### src/rtl/pf2i_pkg.sv
package pf2i_pkg;

  localparam int FP_EXP_W  = 8;
  localparam int FP_MAN_W  = 23;
  localparam int FP_W      = FP_EXP_W + FP_MAN_W + 1;
  localparam int INT_W     = 32;
  localparam int LANES     = 2;
  localparam int REG_IDX_W = 5;
  localparam int INSTR_W   = 32;

  typedef enum logic [1:0] {
    RM_NEAR = 2'd0,
    RM_ZERO = 2'd1,
    RM_UP   = 2'd2,
    RM_DOWN = 2'd3
  } rmode_e;

endpackage

### src/rtl/pf2i_decode.sv
module pf2i_decode
  import pf2i_pkg::*;
(
  input  logic [INSTR_W-1:0]   instr_i,
  output logic                 hit_o,
  output logic [REG_IDX_W-1:0] fs_o,
  output logic [REG_IDX_W-1:0] fd_o
);

  localparam logic [5:0] OP_MAJOR = 6'b010001;
  localparam logic [4:0] OP_FMT   = 5'b10110;
  localparam logic [4:0] OP_ZERO  = 5'b00000;
  localparam logic [5:0] OP_FUNC  = 6'b100100;

  always_comb begin
    hit_o = (instr_i[31:26] == OP_MAJOR) &&
            (instr_i[25:21] == OP_FMT)   &&
            (instr_i[20:16] == OP_ZERO)  &&
            (instr_i[5:0]   == OP_FUNC);
    fs_o  = instr_i[15:11];
    fd_o  = instr_i[10:6];
  end

endmodule

### src/rtl/pf2i_lane.sv
module pf2i_lane
  import pf2i_pkg::*;
#(
  parameter int EXP_W = 8,
  parameter int MAN_W = 23,
  parameter int OUT_W = 32
) (
  input  logic [EXP_W+MAN_W:0] fp_i,
  input  rmode_e               rmode_i,
  output logic [OUT_W-1:0]     word_o,
  output logic                 inv_o,
  output logic                 ovf_o,
  output logic                 inex_o
);

  localparam int SIG_W   = MAN_W + 1;
  localparam int BIAS    = (1 << (EXP_W - 1)) - 1;
  localparam int POINT   = BIAS + MAN_W;
  localparam int RSH_MAX = SIG_W + 2;
  localparam int WIDE_W  = SIG_W + RSH_MAX;
  localparam int LSH_MAX = OUT_W - SIG_W;
  localparam int MAG_W   = OUT_W + 1;
  localparam int SH_W    = EXP_W + 1;

  localparam logic [SH_W-1:0]  POINT_V   = SH_W'(POINT);
  localparam logic [SH_W-1:0]  RSH_MAX_V = SH_W'(RSH_MAX);
  localparam logic [SH_W-1:0]  LSH_MAX_V = SH_W'(LSH_MAX);
  localparam logic [MAG_W-1:0] NEG_LIM   = MAG_W'(1) << (OUT_W - 1);
  localparam logic [MAG_W-1:0] POS_LIM   = NEG_LIM - MAG_W'(1);
  localparam logic [OUT_W-1:0] DFLT      = {1'b0, {(OUT_W-1){1'b1}}};

  logic              sgn;
  logic [EXP_W-1:0]  ex;
  logic [SIG_W-1:0]  sig;
  logic              special;
  logic [SH_W-1:0]   ex_w;
  logic [SH_W-1:0]   lsh;
  logic [SH_W-1:0]   rsh;
  logic [WIDE_W-1:0] wide;
  logic [MAG_W-1:0]  mag;
  logic [MAG_W-1:0]  mag_r;
  logic [OUT_W-1:0]  mag_word;
  logic              big;
  logic              guard;
  logic              sticky;
  logic              inc;
  logic              oor;

  // field unpack
  always_comb begin
    sgn     = fp_i[EXP_W+MAN_W];
    ex      = fp_i[EXP_W+MAN_W-1:MAN_W];
    sig     = {(|ex), fp_i[MAN_W-1:0]};
    special = &ex;
  end

  // alignment: left shift for integral values, right shift with guard/sticky otherwise
  always_comb begin
    ex_w   = {1'b0, ex};
    lsh    = '0;
    rsh    = '0;
    wide   = '0;
    mag    = '0;
    big    = 1'b0;
    guard  = 1'b0;
    sticky = 1'b0;
    if (ex_w >= POINT_V) begin
      lsh = ex_w - POINT_V;
      if (lsh > LSH_MAX_V) big = 1'b1;
      else                 mag = MAG_W'(sig) << lsh;
    end else begin
      rsh = POINT_V - ex_w;
      if (rsh > RSH_MAX_V) rsh = RSH_MAX_V;
      wide   = {sig, {RSH_MAX{1'b0}}} >> rsh;
      mag    = MAG_W'(wide[WIDE_W-1:RSH_MAX]);
      guard  = wide[RSH_MAX-1];
      sticky = |wide[RSH_MAX-2:0];
    end
  end

  // rounding increment per mode
  always_comb begin
    case (rmode_i)
      RM_NEAR: inc = guard & (sticky | mag[0]);
      RM_ZERO: inc = 1'b0;
      RM_UP:   inc = ~sgn & (guard | sticky);
      RM_DOWN: inc = sgn & (guard | sticky);
      default: inc = 1'b0;
    endcase
  end

  // range check and final word
  always_comb begin
    mag_r    = mag + MAG_W'(inc);
    oor      = big | (sgn ? (mag_r > NEG_LIM) : (mag_r > POS_LIM));
    inv_o    = special | oor;
    ovf_o    = ~special & oor;
    inex_o   = ~inv_o & (guard | sticky);
    mag_word = mag_r[OUT_W-1:0];
    if (inv_o)    word_o = DFLT;
    else if (sgn) word_o = ~mag_word + OUT_W'(1);
    else          word_o = mag_word;
  end

  // a valid non-negative input can never produce a negative word
  always_comb begin
    if (!inv_o && !sgn) begin
      AST_POS_KEEPS_SIGN: assert (!word_o[OUT_W-1]);
    end
  end

endmodule

### src/rtl/paired_f2i_conv.sv
module paired_f2i_conv
  import pf2i_pkg::*;
(
  input  logic                   clk,
  input  logic                   rst_n,
  input  logic                   issue_i,
  input  logic [INSTR_W-1:0]     instr_i,
  input  logic [LANES*FP_W-1:0]  src_i,
  input  logic [1:0]             rmode_i,
  input  logic                   trap_en_i,
  output logic [REG_IDX_W-1:0]   src_idx_o,
  output logic [LANES*INT_W-1:0] res_o,
  output logic [REG_IDX_W-1:0]   dst_idx_o,
  output logic                   wr_en_o,
  output logic                   trap_o,
  output logic                   flag_inv_o,
  output logic                   flag_inex_o,
  output logic                   flag_ovf_o
);

  localparam int RES_W = LANES * INT_W;

  // reset: asynchronous assert, synchronous release
  logic rst_s1_n, rst_q_n;
  always_ff @(posedge clk or negedge rst_n) begin
    if (!rst_n) begin
      rst_s1_n <= 1'b0;
      rst_q_n  <= 1'b0;
    end else begin
      rst_s1_n <= 1'b1;
      rst_q_n  <= rst_s1_n;
    end
  end

  logic                 dec_hit;
  logic [REG_IDX_W-1:0] dec_fd;

  pf2i_decode u_dec (
    .instr_i (instr_i),
    .hit_o   (dec_hit),
    .fs_o    (src_idx_o),
    .fd_o    (dec_fd)
  );

  logic [RES_W-1:0] lane_word;
  logic [LANES-1:0] lane_inv, lane_ovf, lane_inex;
  rmode_e           rmode;

  assign rmode = rmode_e'(rmode_i);

  for (genvar g = 0; g < LANES; g++) begin : g_lane
    pf2i_lane #(
      .EXP_W (FP_EXP_W),
      .MAN_W (FP_MAN_W),
      .OUT_W (INT_W)
    ) u_lane (
      .fp_i    (src_i[g*FP_W +: FP_W]),
      .rmode_i (rmode),
      .word_o  (lane_word[g*INT_W +: INT_W]),
      .inv_o   (lane_inv[g]),
      .ovf_o   (lane_ovf[g]),
      .inex_o  (lane_inex[g])
    );
  end

  // next-state logic
  logic                 accept, suppress;
  logic                 wr_d, trap_d, res_en;
  logic [RES_W-1:0]     res_d;
  logic [REG_IDX_W-1:0] dst_d;
  logic                 inv_d, inex_d, ovf_d;

  always_comb begin
    accept   = issue_i & dec_hit;
    suppress = trap_en_i & (|lane_inv);
    wr_d     = accept & ~suppress;
    trap_d   = accept & suppress;
    res_en   = wr_d;
    res_d    = lane_word;
    dst_d    = accept ? dec_fd : dst_idx_o;
    inv_d    = flag_inv_o  | (accept & (|lane_inv));
    inex_d   = flag_inex_o | (accept & (|lane_inex));
    ovf_d    = flag_ovf_o  | (accept & (|lane_ovf));
  end

  // registers
  always_ff @(posedge clk or negedge rst_q_n) begin
    if (!rst_q_n) begin
      res_o       <= '0;
      dst_idx_o   <= '0;
      wr_en_o     <= 1'b0;
      trap_o      <= 1'b0;
      flag_inv_o  <= 1'b0;
      flag_inex_o <= 1'b0;
      flag_ovf_o  <= 1'b0;
    end else begin
      if (res_en) res_o <= res_d;
      dst_idx_o   <= dst_d;
      wr_en_o     <= wr_d;
      trap_o      <= trap_d;
      flag_inv_o  <= inv_d;
      flag_inex_o <= inex_d;
      flag_ovf_o  <= ovf_d;
    end
  end

  AST_WRITE_NEEDS_HIT: assert property (@(posedge clk) disable iff (!rst_q_n)
    wr_en_o |-> $past(issue_i && dec_hit));

  AST_WE_TRAP_EXCL: assert property (@(posedge clk) disable iff (!rst_q_n)
    !(wr_en_o && trap_o));

  AST_TRAP_HOLDS_RES: assert property (@(posedge clk) disable iff (!rst_q_n)
    trap_o |-> $stable(res_o));

  AST_OVF_WITH_INV: assert property (@(posedge clk) disable iff (!rst_q_n)
    flag_ovf_o |-> flag_inv_o);

  AST_INV_STICKY: assert property (@(posedge clk) disable iff (!rst_q_n)
    flag_inv_o |=> flag_inv_o);

  AST_INEX_STICKY: assert property (@(posedge clk) disable iff (!rst_q_n)
    flag_inex_o |=> flag_inex_o);

endmodule

### config.mk
export PLATFORM = sky130hd
export DESIGN_NAME = paired_f2i_conv
export DESIGN_NICKNAME = d
export VERILOG_FILES = /design/src/rtl/pf2i_pkg.sv /design/src/rtl/pf2i_decode.sv /design/src/rtl/pf2i_lane.sv /design/src/rtl/paired_f2i_conv.sv
export SDC_FILE = /design/constraint.sdc
export NUM_CORES = 1
export LEC_CHECK = 0
export BUFFER_PORTS_ARGS = -buffer_cell sky130_fd_sc_hd__buf_2
export CORE_MARGIN = 4
export CORE_UTILIZATION = 40
export DETAILED_ROUTE_END_ITERATION = 6
export GPL_ROUTABILITY_DRIVEN = 0
export MAX_ROUTING_LAYER = met4
export PLACE_DENSITY = 0.64
export SLEW_MARGIN = 25
export SYNTH_ARGS = -nofsm -noshare
export SYNTH_HDL_FRONTEND = slang
export SYNTH_SLANG_ARGS = --single-unit
### constraint.sdc
create_clock -name clk -period 6.1 [get_ports clk]
set_input_delay 0.305 -clock clk [delete_from_list [all_inputs] [get_ports clk]]
set_output_delay 0.305 -clock clk [all_outputs]
set_load 0.01 [all_outputs]
======== After elaboration in Yosys (flattened, before gate mapping) ========
Cells that the tools add are included.
storage, ports and cells
  flip-flop bits (word level) ............. 76
  bits in latches ......................... 0
  memory bits (writable) .................. 0
  bits in read-only memories .............. 0
  input port bits ......................... 102
  output and inout bits ................... 79
  word-level logic and storage cells ...... 112
  memories kept ........................... 0
cells by class
  $add $sub $neg .......................... 8
  multipliers ............................. 0
  div/mod/pow operators ................... 0
  order comparisons ....................... 10
  eq/ne operators ......................... 6
  shift-type cells ........................ 4
  multiplexer cells ....................... 24
  bitwise gates (word level) .............. 37
  reductions and logical operators ........ 14
operators by type and width
  kind                                                                               count
  33-bit two-way mux                                                                 4
  32-bit two-way mux                                                                 4
  50-bit by 9-bit right shift with 50-bit output                                     2
  33-bit by 1-bit adder with 33-bit output                                           2
  33-bit by 31-bit greater-than comparator with 1-bit output, second input constant  2
  33-bit by 32-bit greater-than comparator with 1-bit output, second input constant  2
  24-bit by 9-bit left shift with 33-bit output                                      2
  32-bit by 1-bit adder with 32-bit output, second input constant                    2
  32-bit inverter                                                                    2
  25-bit OR reduction                                                                2
  9-bit two-way mux                                                                  4
  9-bit by 4-bit greater-than comparator with 1-bit output, second input constant    2
  9-bit by 5-bit greater-than comparator with 1-bit output, second input constant    2
  8-bit by 8-bit subtractor with 9-bit output, first input constant                  2
  8-bit by 8-bit subtractor with 9-bit output, second input constant                 2
  1-bit AND                                                                          17
  8-bit >= comparator, second input constant                                         2
  8-bit AND reduction                                                                2
  8-bit OR reduction                                                                 2
  1-bit bitwise OR                                                                   11
  1-bit two-way mux                                                                  10
  1-bit one-hot mux with 4 select lines                                              2
  1-bit inverter                                                                     7
  6-bit by 5-bit == test with 1-bit output, second input constant                    1
  8 further kinds                                                                    13

======== Longest topological paths before layout ========
  depth after elaboration ................. 20
  mapped depth ............................ 41

======== By module ========
From an unflattened synthesis, not the netlist that was laid out.
second synthesis, totals
  cells, all modules ...................... 2247
  area, all modules ....................... 16856.2 sq um
by module, submodules not included
  module           instances  cells an instance  area an instance (sq um)  sequential area each (sq um)
  pf2i_lane        2          1033               6815.3                    0.0
  paired_f2i_conv  1          163                3065.4                    1901.8
  pf2i_decode      1          18                 160.2                     0.0

======== Worst setup path before layout ========
No wires, ideal clock.
  path type ............................... input -> register
  start point ............................. in src_i[23]
  end point ............................... reg res_o[51]
  data arrival time ....................... 7.668 ns
  setup slack ............................. -1.709 ns
  cell stages on the path ................. 37
  buffers on the path ..................... 10
  cell sequence ........................... inv_1 -> clkbuf_1 -> clkbuf_1 -> buf_1 -> ha_1 -> clkbuf_1 -> o21ai_0 -> o211ai_2 -> and3_1 -> buf_2 -> buf_2 -> buf_2 -> nand3_1 -> mux2i_1 -> mux2i_1 -> mux2_2 -> or4_1 -> o32ai_1 -> a21o_1 -> a21oi_1 -> nor2_1 -> nor3_1 -> ha_1 -> ha_1 -> clkbuf_1 -> o21a_1 -> nand3_1 -> or2_1 -> a21oi_1 -> o21a_1 -> or3_1 -> clkbuf_1 -> o31ai_2 -> nand3_2 -> a21boi_4 -> buf_6 -> a31oi_1
on the way
  cells in the longest elaborated chain, start to end .. 19
RTL lines
  item                                                                                                                                      RTL line                                           text
  start, declared                                                                                                                           paired_f2i_conv.sv:8                               input logic [LANES*FP_W-1:0] src_i,
  8-bit by 8-bit subtractor with 9-bit output                                                                                               pf2i_lane.sv:72                                    rsh = POINT_V - ex_w;
  9-bit by 5-bit greater-than comparator with 1-bit output                                                                                  pf2i_lane.sv:73                                    if (rsh > RSH_MAX_V) rsh = RSH_MAX_V;
  9-bit two-way mux                                                                                                                         pf2i_lane.sv:73
  9-bit two-way mux                                                                                                                         pf2i_lane.sv:67                                    if (ex_w >= POINT_V) begin
  50-bit by 9-bit right shift with 50-bit output                                                                                            pf2i_lane.sv:74                                    wide = {sig, {RSH_MAX{1'b0}}} >> rsh;
  25-bit OR reduction                                                                                                                       pf2i_lane.sv:77                                    sticky = |wide[RSH_MAX-2:0];
  1-bit two-way mux                                                                                                                         pf2i_lane.sv:67
  1-bit bitwise OR (on tied branches)                                                                                                       pf2i_lane.sv:86, pf2i_lane.sv:87, pf2i_lane.sv:84
  [3 not listed]                                                                                                                            --
  33-bit by 31-bit greater-than comparator with 1-bit output or 33-bit by 32-bit greater-than comparator with 1-bit output (tied branches)  pf2i_lane.sv:95                                    oor = big | (sgn ? (mag_r > NEG_LIM) : (mag_r > POS_LIM));
  1-bit two-way mux                                                                                                                         pf2i_lane.sv:95
  1-bit bitwise OR                                                                                                                          pf2i_lane.sv:95
  1-bit bitwise OR (*)                                                                                                                      pf2i_lane.sv:96                                    inv_o = special | oor;
  2-bit OR reduction (*)                                                                                                                    paired_f2i_conv.sv:75                              suppress = trap_en_i & (|lane_inv);
  1-bit AND (*)                                                                                                                             paired_f2i_conv.sv:75
  1-bit inverter (*)                                                                                                                        paired_f2i_conv.sv:76                              wr_d = accept & ~suppress;
  1-bit AND (*)                                                                                                                             paired_f2i_conv.sv:76
  end signal, assigned                                                                                                                      paired_f2i_conv.sv:97                              if (res_en) res_o <= res_d;
  end, declared                                                                                                                             paired_f2i_conv.sv:12                              output logic [LANES*INT_W-1:0] res_o,
Mark *: on every way between the ends. The rest lies on a longest branch, timed or not. The select of a mux whose other input is x is not followed.
A chain may end at the register's enable or synchronous reset.

======== Worst setup path after layout ========
  start point ............................. in src_i[24]
  end point ............................... reg res_o[12]
on the way
  cells in the longest elaborated chain, start to end .. 19
RTL lines
  item                                                                                                                                      RTL line
  8-bit by 8-bit subtractor with 9-bit output                                                                                               pf2i_lane.sv:72
  9-bit by 5-bit greater-than comparator with 1-bit output                                                                                  pf2i_lane.sv:73
  9-bit two-way mux                                                                                                                         pf2i_lane.sv:73
  9-bit two-way mux                                                                                                                         pf2i_lane.sv:67
  50-bit by 9-bit right shift with 50-bit output                                                                                            pf2i_lane.sv:74
  25-bit OR reduction                                                                                                                       pf2i_lane.sv:77
  1-bit two-way mux                                                                                                                         pf2i_lane.sv:67
  1-bit bitwise OR (on tied branches)                                                                                                       pf2i_lane.sv:86, pf2i_lane.sv:87, pf2i_lane.sv:84
  [3 not listed]                                                                                                                            --
  33-bit by 31-bit greater-than comparator with 1-bit output or 33-bit by 32-bit greater-than comparator with 1-bit output (tied branches)  pf2i_lane.sv:95
  1-bit two-way mux                                                                                                                         pf2i_lane.sv:95
  1-bit bitwise OR                                                                                                                          pf2i_lane.sv:95
  1-bit bitwise OR                                                                                                                          pf2i_lane.sv:96
  2-bit OR reduction                                                                                                                        paired_f2i_conv.sv:75
  1-bit AND                                                                                                                                 paired_f2i_conv.sv:75
  1-bit inverter                                                                                                                            paired_f2i_conv.sv:76
  1-bit AND                                                                                                                                 paired_f2i_conv.sv:76
Several ways; a longest one is shown, not always the timed one. The select of a mux whose other input is x is not followed.

==> reports/results.ini <==
[clocking]
cts_sinks=76
clk_latency_ns=0.33
root_buffer=clkbuf_16
cts_tree=done
path_clk_slew_ns=0.06
htree_levels=3
cts_buffer_depth=2
cts_made_buffers=9

[logic_synthesis]
syn_avg_cell_area_um2=7.16
synth-compound-area-share_pct=32.1
ys_async_sr_fraction_pct=100
synth_ff_type=dfrtp_1
seq_area_frac_synth_pct=12.5
synth_seq_cells=76
synth-simple-area-share_pct=26.9
yosysTopAreaCellShare_pct=12.5
synth_top_family_by_area=compound AO/OA/AOI/OAI gates
netlist_instances=2124
netlist_area_um2=15200
synth-adder-area-share_pct=1.73
synth.distinct_cells=113
yosys-mux-area-fraction_pct=13.3
yosys_warnings=0
synth_nets=2247
synth_top_cells_by_count=235 x nor2_1, 212 x nand2_1, 120 x o21ai_0
yosys.area.top_type=dfrtp_1
synth-edff-count=0
synth_xor_area_share_pct=7.13
synth.most_common_cell=nor2_1
synth_area_leaders=dfrtp_1 13%, mux2i_1 7.0%, nor2_1 5.8%, nand2_1 5.2%, xnor2_1 4.8%

[floorplan]
rows=71
fp.coreArea_um2=37600
initial_core_util_pct=40.5
io_pins=181
die_w_um=203
die_y_um=203
die_area_um2=41200

[power_and_ir_drop]
ir_worst_vdd_uv=157
p_per_area_nw_per_um2=131
leakage_nw=9.50
finalPower_mw=2.83

[worst_hold_path]
worstHoldPathType=reg2async

[detailed_routing]
vias=20700
viasPerCell=6.46
drt_iter0_markers=2576
drc=46
wl_per_cell_um=22.2
wl_mm=71.2
postRouteAntennaNets=0
firstDrtPassIters=7

[worst_setup_path]
start_kind=input port
max_stage_delay_ns=0.43
r2r_cells=3
critPathArrivalTime_ns=6.52
crit_type=in2reg
r2r-start=res_o[63]
cp_common_cell=buf_6
end_kind=flop
slowest_stage=or3_4
regToRegEndpoint=res_o[63]
rrSetupSlack_ns=5.32
cp_max_fo=6
worstPathRequired_ns=6.34

[timing]
setup_ws_ns=-0.180
finalMaxSlewViolations=0
finalSetupViolCount=67
fin_setup_tns_ns=-7.36
period_share_pct=103
fmax_mhz=159
relSlewSlack_pct=40.1
period_minus_slack_ns=6.28
tightest_slew_ns=0.892
final_hold_viol_count=0
fin_skew_ns=0.00778
grt_setup_unrepaired=true

[place]
post-place-ws_ns=-0.872
placed_cell_area_um2=19800
io_buffers=170
dp_hpwl_mm=53.1

[run]
max_cap_violations=0

[grt]
antenna_found_initial=1
grt_util_all_layers_pct=32.9
grtUsageMet3_pct=5.67
grt-ovfl-total=0
met1_usage_pct=39.3
grt_pass1_wl_mm=108
grt_util_met2_pct=53.4
grt_busiest_layer=met2
grt_max_degree=75
grt_pass1_vias=19900

[layout]
fill_cells=3468
layout.nets=2817
layout-drive-gt1-share_pct=37.2
syn_to_final_growth_pct=42.2
design_area_um2=21600

[run_status]
status=finished, violations left
violations=DRC, setup timing

==> per-stage QoR <==
stage / util, % / instances / hold WS [ns]
2_1_floorplan: - / 2124 / 0.00941
3_3_place_gp: 52.7 / 3116 / 0.0895
3_5_place_dp: 52.7 / 3116 / 0.0925
4_1_cts: 55.7 / 3184 / 0.198
5_1_grt: 57.5 / 3211 / 0.200
6_report: 57.5 / 3212 / 0.206
==> cells in the final DEF (no fill, tap or decap), drive strengths merged, types with 30 or more instances in the layout <==
cell type	instances
a211oi	38
a21oi	118
a31oi	81
buf	723
dfrtp	76
inv	47
mux2	42
mux2i	107
nand2	212
nand3	70
nand4	40
nor2	237
nor3	78
nor4	33
o211ai	35
o21ai	133
o31ai	30
or3	31
xnor2	84
xor2	38
==> where the power goes <==
part | total, mW | switching [mW] | internal (mW)
clock | 0.495 | 0.215 | 0.280
combinational | 1.82 | 1.02 | 0.804
sequential | 0.508 | 0.00265 | 0.505
==> cell type report <==
cell class	count	area, µm²	share of cell area, %
antenna	2	5.00	0.0231
clock buffer	10	229	1.06
clock inverter	6	47.5	0.220
inverter	45	174	0.804
multi-input combinational	1832	13200	61.1
sequential	76	1910	8.81
tap	511	639	2.96
timing repair buffer	730	5410	25.0
==> logic make-up (layout without fill, tap and decap cells) <==
family,after synthesis,count (layout)
other cells,1,3
mux,170,170
buf+inv,217,791
compound gates,689,690
xor+xnor,122,122
flops,76,76
simple gates,828,828
fa+ha+maj,21,21
==> worst max-delay path, delay by kind of cell <==
family	cells	cell delay, ns
AO/OA/AOI/OAI	14	2.71
buffers and inverters	7	1.12
AND/OR/NAND/NOR	9	1.87
adder cells (fa/ha/maj)	3	0.50
==> routing by layer <==
metal	wire length [µm]	vias up
li1	-	9204
met1	26100	9676
met2	33000	1421
met3	7330	437
met4	4760	0
met5	0	-
==> worst max path at each step <==
stage,startpoint,endpoint,depth (start not counted)
2_1_floorplan,src_i[24],res_o[29],36
3_3_place_gp,src_i[24],res_o[29],28
3_5_place_dp,src_i[24],res_o[38],29
4_1_cts,src_i[56],res_o[47],34
5_1_grt,src_i[24],res_o[12],35
6_report,src_i[24],res_o[12],33
==> state kept, by name (all words and copies together) (netlist names) <==
signal	cells
rst_q_n	1
flag_inv_o	1
trap_o	1
rst_s1_n	1
res_o	64
flag_inex_o	1
wr_en_o	1
dst_idx_o	5
flag_ovf_o	1
==> timing repair <==
item	CTS	global route
setup endpoints to repair	68	68
gates cloned	4	5
pin swaps	55	44
resized for setup	95	103
hold buffers	1	0
hold endpoints to repair	2	0
buffers inserted	47	24
(Power assumes the default switching activity.)
